$ cat config.mk
export PLATFORM = sky130hd
export DESIGN_NAME = spi_m3_slave
export DESIGN_NICKNAME = d
export VERILOG_FILES = /design/src/rtl/spi_m3_pkg.sv /design/src/rtl/spi_m3_sync.sv /design/src/rtl/spi_m3_edge.sv /design/src/rtl/spi_m3_shreg.sv /design/src/rtl/spi_m3_slave.sv
export SDC_FILE = /design/constraint.sdc
export NUM_CORES = 1
export LEC_CHECK = 0
export CAP_MARGIN = 20
export CELL_PAD_IN_SITES_DETAIL_PLACEMENT = 0
export CELL_PAD_IN_SITES_GLOBAL_PLACEMENT = 1
export CORE_MARGIN = 3
export CORE_UTILIZATION = 42
export CTS_BUF_LIST = sky130_fd_sc_hd__clkbuf_8 sky130_fd_sc_hd__clkbuf_16
export CTS_CLUSTER_SIZE = 16
export DETAILED_ROUTE_END_ITERATION = 10
export HOLD_SLACK_MARGIN = 0.1
export PLACE_DENSITY = 0.75
export SYNTH_ARGS = -nofsm -noshare
export SYNTH_HDL_FRONTEND = slang
export SYNTH_SLANG_ARGS = --single-unit
$ cat constraint.sdc
create_clock -name clk -period 1.9 [get_ports clk]
set_clock_uncertainty 0.15 [all_clocks]
set_input_delay 0.57 -clock clk [delete_from_list [all_inputs] [get_ports clk]]
set_output_delay 0.57 -clock clk [all_outputs]
set_load 0.005 [all_outputs]
$ cat src/rtl/spi_m3_pkg.sv
package spi_m3_pkg;

   typedef enum logic [1:0] {
      ST_IDLE  = 2'd0,
      ST_SHIFT = 2'd1,
      ST_FEND  = 2'd2
   } spi_m3_state_e;

   localparam int SYNC_MIN = 2;
   localparam int DATA_MIN = 2;

endpackage

$ cat src/rtl/spi_m3_sync.sv
module spi_m3_sync #(
   parameter int                 WIDTH   = 1,
   parameter int                 STAGES  = 2,
   parameter logic [WIDTH-1:0]   RST_VAL = '0
) (
   input  logic             clk,
   input  logic             rst_n,
   input  logic [WIDTH-1:0] d,
   output logic [WIDTH-1:0] q
);
   localparam int CHAIN_W = STAGES * WIDTH;

   generate
      if (STAGES < spi_m3_pkg::SYNC_MIN) begin : g_bad_stages
         $error("spi_m3_sync: STAGES must be at least 2");
      end
      if (WIDTH < 1) begin : g_bad_width
         $error("spi_m3_sync: WIDTH must be positive");
      end
   endgenerate

   logic [CHAIN_W-1:0] chain;

   always_ff @(posedge clk or negedge rst_n) begin
      if (!rst_n) begin
         chain <= {STAGES{RST_VAL}};
      end else begin
         chain <= {chain[CHAIN_W-WIDTH-1:0], d};
      end
   end

   assign q = chain[CHAIN_W-1 -: WIDTH];

endmodule

$ cat src/rtl/spi_m3_edge.sv
module spi_m3_edge #(
   parameter bit IDLE_VAL = 1'b1
) (
   input  logic clk,
   input  logic rst_n,
   input  logic lvl,
   output logic rise,
   output logic fall
);
   logic lvl_d;

   always_ff @(posedge clk or negedge rst_n) begin
      if (!rst_n) begin
         lvl_d <= IDLE_VAL;
      end else begin
         lvl_d <= lvl;
      end
   end

   assign rise = lvl & ~lvl_d;
   assign fall = ~lvl & lvl_d;

endmodule

$ cat src/rtl/spi_m3_shreg.sv
module spi_m3_shreg #(
   parameter int DATA_W = 8
) (
   input  logic              clk,
   input  logic              rst_n,
   input  logic              load,
   input  logic [DATA_W-1:0] load_val,
   input  logic              tx_adv,
   input  logic              rx_adv,
   input  logic              rx_bit,
   output logic              tx_bit,
   output logic [DATA_W-1:0] rx_word
);
   generate
      if (DATA_W < spi_m3_pkg::DATA_MIN) begin : g_bad_width
         $error("spi_m3_shreg: DATA_W must be at least 2");
      end
   endgenerate

   logic [DATA_W-1:0] tx_sh;
   logic [DATA_W-1:0] rx_sh;

   always_ff @(posedge clk or negedge rst_n) begin
      if (!rst_n) begin
         tx_sh <= '0;
      end else if (load) begin
         tx_sh <= load_val;
      end else if (tx_adv) begin
         tx_sh <= {tx_sh[DATA_W-2:0], 1'b0};
      end
   end

   always_ff @(posedge clk or negedge rst_n) begin
      if (!rst_n) begin
         rx_sh <= '0;
      end else if (rx_adv) begin
         rx_sh <= {rx_sh[DATA_W-2:0], rx_bit};
      end
   end

   assign tx_bit  = tx_sh[DATA_W-1];
   assign rx_word = rx_sh;

endmodule

$ cat src/rtl/spi_m3_slave.sv
module spi_m3_slave #(
   parameter int DATA_W      = 8,
   parameter int SYNC_STAGES = 2
) (
   input  logic              clk,
   input  logic              rst_n,
   input  logic              sclk,
   input  logic              mosi,
   input  logic              ss_n,
   output logic              miso,
   output logic              miso_oe,
   output logic [DATA_W-1:0] rx_data,
   output logic              rx_valid,
   input  logic [DATA_W-1:0] tx_data,
   output logic              tx_req,
   output logic              frame_end,
   output logic              frame_error
);
   import spi_m3_pkg::*;

   localparam int               CNT_W    = (DATA_W > 1) ? $clog2(DATA_W) : 1;
   localparam logic [CNT_W-1:0] LAST_BIT = CNT_W'(DATA_W - 1);

   generate
      if (DATA_W < DATA_MIN) begin : g_bad_data
         $error("spi_m3_slave: DATA_W must be at least 2");
      end
      if (SYNC_STAGES < SYNC_MIN) begin : g_bad_sync
         $error("spi_m3_slave: SYNC_STAGES must be at least 2");
      end
   endgenerate

   // synchronized pins: {ss_n, mosi, sclk}, idle levels high/low/high
   logic [2:0] pins_s;
   logic       s_sclk, s_mosi, s_ss_n;

   spi_m3_sync #(
      .WIDTH   (3),
      .STAGES  (SYNC_STAGES),
      .RST_VAL (3'b101)
   ) i_sync (
      .clk   (clk),
      .rst_n (rst_n),
      .d     ({ss_n, mosi, sclk}),
      .q     (pins_s)
   );

   assign s_sclk = pins_s[0];
   assign s_mosi = pins_s[1];
   assign s_ss_n = pins_s[2];

   logic sclk_rise, sclk_fall;

   spi_m3_edge #(.IDLE_VAL(1'b1)) i_sclk_edge (
      .clk   (clk),
      .rst_n (rst_n),
      .lvl   (s_sclk),
      .rise  (sclk_rise),
      .fall  (sclk_fall)
   );

   logic ss_d;
   logic ss_rise;

   always_ff @(posedge clk or negedge rst_n) begin
      if (!rst_n) begin
         ss_d <= 1'b1;
      end else begin
         ss_d <= s_ss_n;
      end
   end

   assign ss_rise = s_ss_n & ~ss_d;

   spi_m3_state_e    state;
   logic [CNT_W-1:0] bit_cnt;
   logic [CNT_W-1:0] cnt_nxt;
   logic             in_shift;
   logic             byte_done;
   logic             tx_adv;
   logic             rx_adv;
   logic             tx_bit;
   logic [DATA_W-1:0] rx_word;

   assign in_shift  = (state == ST_SHIFT);
   assign byte_done = in_shift & sclk_rise & (bit_cnt == LAST_BIT);
   assign rx_adv    = in_shift & sclk_rise;
   assign tx_adv    = in_shift & sclk_fall & (bit_cnt != '0);

   always_comb begin
      cnt_nxt = bit_cnt;
      if (sclk_rise) begin
         cnt_nxt = (bit_cnt == LAST_BIT) ? '0 : bit_cnt + 1'b1;
      end
   end

   spi_m3_shreg #(.DATA_W(DATA_W)) i_shreg (
      .clk      (clk),
      .rst_n    (rst_n),
      .load     (tx_req),
      .load_val (tx_data),
      .tx_adv   (tx_adv),
      .rx_adv   (rx_adv),
      .rx_bit   (s_mosi),
      .tx_bit   (tx_bit),
      .rx_word  (rx_word)
   );

   always_ff @(posedge clk or negedge rst_n) begin
      if (!rst_n) begin
         state       <= ST_IDLE;
         bit_cnt     <= '0;
         rx_data     <= '0;
         rx_valid    <= 1'b0;
         tx_req      <= 1'b0;
         frame_end   <= 1'b0;
         frame_error <= 1'b0;
      end else begin
         rx_valid    <= 1'b0;
         tx_req      <= 1'b0;
         frame_end   <= 1'b0;
         frame_error <= 1'b0;
         unique case (state)
            ST_IDLE: begin
               if (!s_ss_n) begin
                  state   <= ST_SHIFT;
                  bit_cnt <= '0;
                  tx_req  <= 1'b1;
               end
            end
            ST_SHIFT: begin
               if (byte_done) begin
                  rx_valid <= 1'b1;
                  rx_data  <= {rx_word[DATA_W-2:0], s_mosi};
               end
               if (ss_rise) begin
                  state       <= ST_FEND;
                  frame_end   <= 1'b1;
                  frame_error <= (cnt_nxt != '0);
                  bit_cnt     <= '0;
               end else begin
                  bit_cnt <= cnt_nxt;
                  if (byte_done) begin
                     tx_req <= 1'b1;
                  end
               end
            end
            default: begin
               state <= ST_IDLE;
            end
         endcase
      end
   end

   assign miso    = tx_bit;
   assign miso_oe = in_shift & ~ss_n;

endmodule

### Yosys cells after proc, flatten, opt, wreduce, memory -nomap -nowiden

Cells that the tools add are included.

| word-level totals | value |
|---|---|
| output and inout bits | 14 |
| register bits after elaboration | 40 |
| logic and storage cells | 56 |
| input bits | 13 |

| cells by class | value |
|---|---|
| muxes and demuxes | 19 |
| equal/unequal tests | 4 |
| reductions and logical operators | 8 |
| bitwise logic cells | 12 |
| add/sub/neg operators | 1 |

Operator list:

| kind | number |
|---|---|
| $mux 8 | 2 |
| $mux 3 | 4 |
| $and 1x1->1 | 8 |
| $mux 1 | 8 |
| $pmux 3 s2 | 1 |
| $reduce_and 2->1 | 3 |
| $reduce_bool 3->1 | 2 |
| $mux 2 | 2 |
| $ne 2x2->1 const B | 2 |
| $not 1->1 | 4 |
| $pmux 2 s2 | 1 |
| $reduce_bool 2->1 | 2 |
| $add 3x1->3 const B | 1 |
| $eq 3x3->1 const B | 1 |
| $eq 2x1->1 const B | 1 |
| $logic_not 2->1 | 1 |
| $pmux 1 s2 | 1 |

### Depth between registers and ports, before layout

Gate-level depths: netlist (run 1).

| depth | value |
|---|---|
| word-level depth | 7 |
| gate-level depth with buffers | 5 |
| gate-level depth less buffers | 5 |

### Modules after synthesis

Synthesis (run 1) repeated with hierarchy kept, for this count alone.

| unflattened totals | value |
|---|---|
| cell total of the unflattened synthesis | 119 |
| area, all modules | 1691.6 um2 |

Modules (own cells, without submodules):

| module | times used | sequential area each (um2) | cells each | area each (um2) |
|---|---|---|---|---|
| spi_m3_slave | 1 | 451.7 | 56 | 772.0 |
| spi_m3_shreg | 1 | 400.4 | 51 | 700.7 |
| spi_m3_sync | 1 | 155.1 | 9 | 177.7 |
| spi_m3_edge | 1 | 26.3 | 3 | 41.3 |

### Least setup slack after synthesis (run 1)

No wires, ideal clock.

| timing path | value |
|---|---|
| path kind | register to register |
| from | reg bit_cnt[0] |
| to | reg frame_error |
| setup time | 0.125 ns |
| data required time | 1.625 ns |
| slack | 0.301 ns |
| arrival | 1.323 ns |
| stages on the path, launching flop included | 6 |
| path buffers | 0 |
| clock period less this slack | 1.599 ns |
| cell sequence | dfrtp_1 -> ha_1 -> ha_1 -> nor2_1 -> nor3_1 -> a2111oi_0 |

| between the ends | value |
|---|---|
| longest elaborated chain between the ends | 6 |
| elaborated cells between the ends (all ways) | 7 |
| those cells by class | add/sub (1); eq/ne (1); mux (4); reduce/logical (1) |

Ends and longest elaborated chain:

| what | line | source |
|---|---|---|
| from (decl) | spi_m3_slave.sv:76 | `logic [CNT_W-1:0] bit_cnt;` |
| from (signal assigned) | spi_m3_slave.sv:142 | `bit_cnt <= cnt_nxt;` |
| $add 3x1->3 or $eq 3x3->1 (tied branches) | spi_m3_slave.sv:93 | `cnt_nxt = (bit_cnt == LAST_BIT) ? '0 : bit_cnt + 1'b1;` |
| $mux 3 | spi_m3_slave.sv:93 |  |
| $mux 3 (*) | spi_m3_slave.sv:92 | `if (sclk_rise) begin` |
| $reduce_bool 3->1 (*) | spi_m3_slave.sv:139 | `frame_error <= (cnt_nxt != '0);` |
| $mux 1 (*) | spi_m3_slave.sv:136 | `if (ss_rise) begin` |
| $mux 1 (*) | spi_m3_slave.sv:123 | `unique case (state)` |
| to (signal assigned) | spi_m3_slave.sv:139 |  |
| to (decl) | spi_m3_slave.sv:17 | `output logic frame_error` |

Mark *: on every way between the ends. The rest lies on a longest branch, timed or not.
A chain may end at the register's enable or synchronous reset.

### Final worst setup path (run 1)

| timing path | value |
|---|---|
| from | reg frame_end |
| to | out frame_end |

RTL lines:

| what | line | source |
|---|---|---|
| from (decl) | spi_m3_slave.sv:16 | `output logic frame_end,` |
| from (signal assigned) | spi_m3_slave.sv:116 | `frame_end <= 1'b0;` |
| from (signal assigned) | spi_m3_slave.sv:121 | `frame_end <= 1'b0;` |
| from (signal assigned) | spi_m3_slave.sv:138 | `frame_end <= 1'b1;` |

No word-level cell between the ends.

==> qor.yml, run 1 <==
status:
  run_status: "finished clean"
synth:
  syn_nets: 139
  synth_seq_cells: 40
  post_synth.cell_area_avg_um2: 13.4
  synth_cell_types: 28
  postSynthCellCount: 123
  synth_warnings: 0
  synth.area.top_cells: "sky130_fd_sc_hd__dfrtp_1 52%, sky130_fd_sc_hd__dfstp_2 9.6%, sky130_fd_sc_hd__mux2_4 7.3%, sky130_fd_sc_hd__mux2_2 4.8%, sky130_fd_sc_hd__nor2b_1 3.8%"
  synth_largest_area_cell: "sky130_fd_sc_hd__dfrtp_1"
  seq_area_frac_synth: 0.612
  yosysTopAreaCellShare: 0.516
  synth.cell_area_um2: 1650
drt:
  first_iter_violations: 86
  drt-vias-per-instance: 5.12
  drt-total-wl_um: 2860
  route.detailed.wl_per_inst_um: 13.4
  final_antenna_violating_net_count: 0
  dr_total_vias: 1090
  drt_first_pass_iters: 4
  drc: 0
sta:
  final_report_setup_violation_count: 0
  rsz0062_at_grt: "no"
  fmax_mhz: 544
  post-route-period-util: 0.968
  worstMarginPinSlew_ns: 0.478
  setup_total_negative_slack_ns: 0
  slew_violations: 0
  timing.final.crit_period_ns: 1.84
  finalHoldViolCount: 0
  slew_headroom: 0.681
  hold-worst-slack_ns: 0.169
final_layout:
  multi_input_area_um2: 603
  fill_cells: 332
  seq_area_um2: 1010
  drive_above_1_share: 0.273
  area_delta_synth_final_pct: 29.5
  final_design_area_no_fill_um2: 2140
  num_antenna_cells: 0
  finish.utilization: 0.575
  fin_nets: 180
grt:
  grt_start_max_net_pins: 41
  grt.overflow.total: 0
  grt_pass1_vias: 1026
  grt_usage: 0.138
  grt_pass1_wl_um: 4570
  antenna_found_initial: 0
power:
  worst_case_vdd_ir_drop_v: 0.000430
  leakagePower_nw: 1.14
  pwr_density_cell_nw_per_um2: 895
  finalPower_mw: 1.91
place:
  placement.cell_area_um2: 2000
  buffer_ports.inserted: 26
  gpl.final_weighted_congestion: 0.699
  detailed_place_hpwl_um: 1960
worst_setup_path:
  cp_slowest_stage_delay_ns: 0.49
  critical_path_peak_fanout: 1
  worst-setup-path-type: "flip-flop to primary output"
  cp-start-kind: "flip-flop"
  timing.reg2reg.setup_slack_ns: 0.18
  crit_path_cell_trace: "clkdlybuf4s50_1"
  timing.critical_path.to_type: "primary output"
  timing.critical_path.buf_inv: 1
  critPathArrivalTime_ns: 1.12
  top_delay_family_on_crit_path: "buffers and inverters"
  cpMaxStageDelayCell: "sky130_fd_sc_hd__clkdlybuf4s50_1"
  cp_data_required_time_ns: 1.18
clock_network:
  clk_latency_ns: 0.29
  cts_htree_levels: 2
  tritoncts: "built"
  clock_sinks: 40
  clock_tree_root_driver_cell: "sky130_fd_sc_hd__clkbuf_8"
  cts_inserted_buffers: 5
  clkTransAtPathRegs_ns: 0.07
  cts_max_path_buffers: 2
  cts_hold_buf: 0
floorplan:
  floorplan.io_pins: 27
  row_count: 22
  dieArea_um2: 4710
  start_util: 0.444
  die_w_um: 68.7
  die_h_um: 68.7
  coreArea_um2: 3720
job:
  drv_cap: 0
min_path:
  worst_min_delay_path_class: "input pin to asynchronous set/reset pin"
Yosys cell counts:
master	n
sky130_fd_sc_hd__a31oi_1	7
sky130_fd_sc_hd__a2111oi_0	1
sky130_fd_sc_hd__nand2b_1	3
sky130_fd_sc_hd__o21ai_0	9
sky130_fd_sc_hd__a21o_1	1
sky130_fd_sc_hd__nand4bb_1	1
sky130_fd_sc_hd__dfstp_2	6
sky130_fd_sc_hd__o32ai_1	1
sky130_fd_sc_hd__buf_6	1
sky130_fd_sc_hd__nor4_1	1
sky130_fd_sc_hd__a21oi_1	8
sky130_fd_sc_hd__nor2_1	4
sky130_fd_sc_hd__ha_1	3
sky130_fd_sc_hd__nand2_4	1
sky130_fd_sc_hd__dfrtp_1	34
sky130_fd_sc_hd__o311ai_1	1
sky130_fd_sc_hd__nor2b_1	10
sky130_fd_sc_hd__nand2_1	3
sky130_fd_sc_hd__nor4b_2	1
sky130_fd_sc_hd__nor4bb_1	1
sky130_fd_sc_hd__clkbuf_1	1
sky130_fd_sc_hd__a32o_1	2
sky130_fd_sc_hd__inv_1	5
sky130_fd_sc_hd__mux2_2	7
sky130_fd_sc_hd__buf_2	1
sky130_fd_sc_hd__and4bb_4	1
sky130_fd_sc_hd__mux2_4	8
sky130_fd_sc_hd__nor3_1	1
final cells by class:
class,instances,share of cell area
sequential,40,0.472
multi-input combinational,75,0.282
tap,48,0.0281
timing repair buffer,37,0.165
clock buffer,6,0.0387
clock inverter,2,0.00469
inverter,5,0.00879
state kept, by name, indices dropped and copies added (netlist names):
name / cells
i_shreg.tx_sh: 8
rx_data: 8
i_shreg.rx_word: 7
i_sync.chain: 6
bit_cnt: 3
state: 2
frame_end: 1
frame_error: 1
i_sclk_edge.lvl_d: 1
rx_valid: 1
ss_d: 1
tx_req: 1
worst paths after layout:
| kind | startpoint | endpoint | cells after the start |
|---|---|---|---|
| max in group asynchronous | rst_n | i_sclk_edge.lvl_d | 2 |
| min in group clk | i_sync.chain[1] | i_sync.chain[4] | 0 |
| worst min-delay path | rst_n | frame_error | 2 |
| worst max-delay path | frame_end | frame_end | 1 |
| worst min register to register | i_sync.chain[1] | i_sync.chain[4] | 0 |
| worst max register to register | bit_cnt[1] | frame_error | 5 |
per-stage QoR:
step                setup WS, ns  std cells
floorplan                  0.301        123
global placement          -0.411        201
detailed placement        -0.449        201
CTS                      0.00452        209
global route             0.00595        213
finish                    0.0613        213
routing by layer:
| layer | vias up | part of all wire | track usage |
|---|---|---|---|
| li1 | 521 | - | - |
| met1 | 542 | 0.44 | 0.164 |
| met2 | 22 | 0.49 | 0.210 |
| met3 | 5 | 0.061 | 0.0632 |
| met4 | 0 | 0.012 | 0.0670 |
| met5 | - | 0 | 0 |
what timing repair did:
item | 4_1_cts | 5_1_grt
gates resized for setup | 3 | 12
endpoints found under the setup margin | 2 | 11
cloned | 0 | 0
buffers inserted | 0 | 4
power by group:
part / switching (mW) / internal (mW) / leakage, nW / total, mW
Sequential: 0.0739 / 0.984 / 0.494 / 1.06
Combinational: 0.127 / 0.159 / 0.590 / 0.286
Clock: 0.278 / 0.289 / 0.0510 / 0.567
placed cells by master (no fill, tap or decap), types with 2 or more instances in the layout:
cell and instances:
sky130_fd_sc_hd__dfrtp_1 34, sky130_fd_sc_hd__clkdlybuf4s50_1 13, sky130_fd_sc_hd__buf_4 11, sky130_fd_sc_hd__nor2b_1 10, sky130_fd_sc_hd__o21ai_0 9, sky130_fd_sc_hd__dlymetal6s2s_1 9
sky130_fd_sc_hd__a21oi_1 8, sky130_fd_sc_hd__mux2_4 8, sky130_fd_sc_hd__mux2_2 7, sky130_fd_sc_hd__a31oi_1 7, sky130_fd_sc_hd__clkbuf_8 6, sky130_fd_sc_hd__dfstp_2 6
sky130_fd_sc_hd__inv_1 5, sky130_fd_sc_hd__nor2_1 4, sky130_fd_sc_hd__nand2_1 3, sky130_fd_sc_hd__nand2b_1 3, sky130_fd_sc_hd__ha_1 3, sky130_fd_sc_hd__a32o_1 2
sky130_fd_sc_hd__clkinv_2 2, sky130_fd_sc_hd__dlygate4sd2_1 2
logic make-up after synthesis:
group,share of synthesized area
AO/OA/AOI/OAI,0.111
adder cells (fa/ha/maj),0.0228
buffers and inverters,0.0235
flip-flops,0.612
multiplexers,0.121
AND/OR/NAND/NOR,0.111
No activity file was read; power rests on OpenSTA's default activity.
==> run 2: changes to the inputs <==
- CORE_UTILIZATION: 42 -> 38
- PLACE_DENSITY: 0.75 -> default
- PLACE_DENSITY_LB_ADDON: default -> 0.1
- SKIP_LAST_GASP: default -> 1
- clock period: 1.9 -> 1.5 ns (I/O delays scaled with it)
==> run 2 against run 1 <==
  * The run now ends with negative setup slack left
  * Non-clock buffer count is 21 higher
  * Clock power increased by 80%
  * Final area is 15% higher
  * Sequential share of layout area down 6.2 points
  * Via count grew 6.8%
  * Global-route usage grew 1.0 points
  * Sequential cell count stayed put
  * Combinational power up 95%
  * Utilization grew 2.8 points
  * Hold slack improved by 0.037 ns
  * Wire length rose by 20%
  * Largest cell class unchanged
==> qor.yml, run 2 (synthesis results as in run 1) <==
sta:
  fmax_mhz: 619
  worstMarginPinSlew_ns: 0.326  # was 0.478 ns
  slew_headroom: 0.783  # was 0.681
  hold-worst-slack_ns: 0.207  # was 0.169 ns
  final_critical_path_setup_slack_ns: -0.116  # was 0.0613 ns
  setup_total_negative_slack_ns: -1.63  # was 0 ns
  timing.final.crit_period_ns: 1.62
  finalHoldViolCount: 0  # unchanged
  final_report_setup_violation_count: 19  # was 0
  rsz0062_at_grt: "yes"  # was no
  post-route-period-util: 1.08
  slew_violations: 0  # unchanged
drt:
  route.detailed.wl_per_inst_um: 14.5  # was 13.4 um
  drt-total-wl_um: 3420  # was 2860 um
  dr_total_vias: 1164  # was 1,090
  drt-vias-per-instance: 4.93  # was 5.12
  first_iter_violations: 84  # was 86
  final_antenna_violating_net_count: 0  # unchanged
  drt_first_pass_iters: 3  # was 4
  drc: 0  # unchanged
place:
  gpl.final_weighted_congestion: 0.771  # was 0.699
  detailed_place_hpwl_um: 2280  # was 1960 um
  buffer_ports.inserted: 26  # unchanged
  pre_cts_slack_ns: -0.578  # was -0.449 ns
  placement.cell_area_um2: 2130  # was 2000 um^2
min_path:
  worstHoldEndpoint: "i_sync.chain[3]"
  hold-path-cell-count: 0
  beginning_of_the_worst_hold_path: "i_sync.chain[0]"
  worst_min_delay_path_class: "flip-flop to flip-flop"  # was input pin to asynchronous set/reset pin
grt:
  grt_usage: 0.148  # was 0.138
  grtUsageMet2: 0.230  # was 0.210
  grt_start_max_net_pins: 17  # was 41
  antenna_found_initial: 0  # unchanged
  groute.layer.met3.usage: 0.0435  # was 0.0632
  gr-usage-met1: 0.192  # was 0.164
  grt.overflow.total: 0  # unchanged
  grt_pass1_wl_um: 5840  # was 4570 um
  grt-busiest-layer: "met2"  # unchanged
  grt_pass1_vias: 1239  # was 1,026
floorplan:
  dieArea_um2: 5170  # was 4710 um^2
  coreArea_um2: 4090  # was 3720 um^2
  die_w_um: 71.9  # was 68.7 um
  row_count: 23  # was 22
  die_h_um: 71.9  # was 68.7 um
  floorplan.io_pins: 27  # unchanged
  start_util: 0.404  # was 0.444
worst_setup_path:
  timing.reg2reg.setup_slack_ns: -0.12  # was 0.18 ns
  worst_setup_path_startpoint: "state[1]"  # was frame_end
  timing.critical_path.buf_inv: 2  # was 1
  timing.rr.end: "i_shreg.rx_word[0]"  # was frame_error
  reg2regPathDepth: 4  # was 5
  critPathArrivalTime_ns: 1.64  # was 1.12 ns
  worst-setup-path-type: "flip-flop to flip-flop"  # was flip-flop to primary output
  timing.critical_path.to_type: "flip-flop"  # was primary output
  crit_path_cell_trace: "buf_6 > and4bb_4 > buf_12 > mux2_4"  # was clkdlybuf4s50_1
  cp-start-kind: "flip-flop"  # unchanged
  crit-reg2reg-launch: "state[1]"  # was bit_cnt[1]
  cpMaxStageDelayCell: "sky130_fd_sc_hd__dfrtp_1"  # was sky130_fd_sc_hd__clkdlybuf4s50_1
  cp_slowest_stage_delay_ns: 0.40  # was 0.49 ns
  critical_path_peak_fanout: 7  # was 1
  top_delay_family_on_crit_path: "flip-flops"  # was buffers and inverters
  cp_data_required_time_ns: 1.52  # was 1.18 ns
final_layout:
  final_design_area_no_fill_um2: 2460  # was 2140 um^2
  most-common-layout-cells: "34 x sky130_fd_sc_hd__dfrtp_1, 25 x sky130_fd_sc_hd__buf_4, 15 x sky130_fd_sc_hd__mux2_4"  # was 34 x sky130_fd_sc_hd__dfrtp_1, 13 x sky130_fd_sc_hd__clkdlybuf4s50_1, 11 x sky130_fd_sc_hd__buf_4
  seq_area_um2: 1010  # unchanged
  fill_cells: 338  # was 332
  num_antenna_cells: 0  # unchanged
  drive_above_1_share: 0.522  # was 0.273
  layout_commonest_cell: "sky130_fd_sc_hd__dfrtp_1"  # unchanged
  fin_nets: 201  # was 180
  multi_input_area_um2: 757  # was 603 um^2
  area_delta_synth_final_pct: 49.2  # was 29.5%
clock_network:
  clk_latency_ns: 0.29  # about the same
  tritoncts: "built"  # unchanged
  cts_htree_levels: 2  # unchanged
  clock_sinks: 40  # unchanged
  clock_tree_root_driver_cell: "sky130_fd_sc_hd__clkbuf_8"  # unchanged
  clkTransAtPathRegs_ns: 0.07  # about the same
  cts_inserted_buffers: 5  # unchanged
  cts_max_path_buffers: 2  # unchanged
status:
  run_status: "finished with violations"  # was finished clean
  violated_checks: "negative setup slack"
power:
  worst_case_vdd_ir_drop_v: 0.000607  # was 0.000430 V
  pwr_density_cell_nw_per_um2: 1190  # was 895 nW/um^2
  leakagePower_nw: 1.16  # was 1.14 nW
job:
  drv_cap: 0  # unchanged
## run 2: cell count changes in the layout (fill, tap and decap cells not counted), sizes merged, moves of 2 or more
cell	change
buf	+21
bufinv	+2
clkbuf	+8
clkdlybuf4s15	+3
clkdlybuf4s50	-3
clkinv	-2
dlymetal6s2s	-9
## run 2: per-layer routing
metal  share of wire  wire length [um]
met4           0.024                81
met1            0.45              1540
met2            0.48              1650
met5               0                 0
met3           0.042               145
## run 2: final cells by class
cell class	instances	share of cell area
Sequential cell	40	0.410
Inverter	5	0.00763
Multi-Input combinational cell	75	0.308
Tap cell	50	0.0254
Clock buffer	5	0.0280
Timing Repair Buffer	58	0.196
Clock inverter	3	0.0259
## run 2: power by group
| part | switching, mW | internal, mW |
|---|---|---|
| logic | 0.219 | 0.339 |
| registers | 0.111 | 1.25 |
| clock network | 0.359 | 0.658 |
| total | 0.689 | 2.24 |
## run 2: worst register-to-register path: stages, from the launching register on
cell and delay (ns):
sky130_fd_sc_hd__dfrtp_1 0.40, sky130_fd_sc_hd__buf_6 0.13, sky130_fd_sc_hd__and4bb_4 0.38, sky130_fd_sc_hd__buf_12 0.15, sky130_fd_sc_hd__mux2_4 0.30
## run 2: through the flow
step	total power [mW]	cells	utilization
finish	2.93	236	0.602
global route	3.09	236	0.602
CTS	2.86	230	0.577
detailed placement	1.78	215	0.521
global placement	1.76	215	0.521
floorplan	1.57	123	-
## run 2: worst max path at each step
stage / slack, ns / depth (start not counted) / endpoint
2_1_floorplan: -0.008 / 3 / i_shreg.rx_word[0]
3_3_place_gp: -0.58 / 3 / miso_oe
3_5_place_dp: -0.58 / 3 / miso_oe
4_1_cts: -0.12 / 4 / i_shreg.rx_word[0]
5_1_grt: -0.18 / 4 / miso_oe
6_report: -0.12 / 4 / i_shreg.rx_word[0]
## run 2: what timing repair did
item	4_1_cts	5_1_grt
hold buffers	1	0
pin swaps	1	11
hold endpoints to repair	7	0
resized for setup	42	45
endpoints found under the setup margin	38	39
buffers inserted	6	7
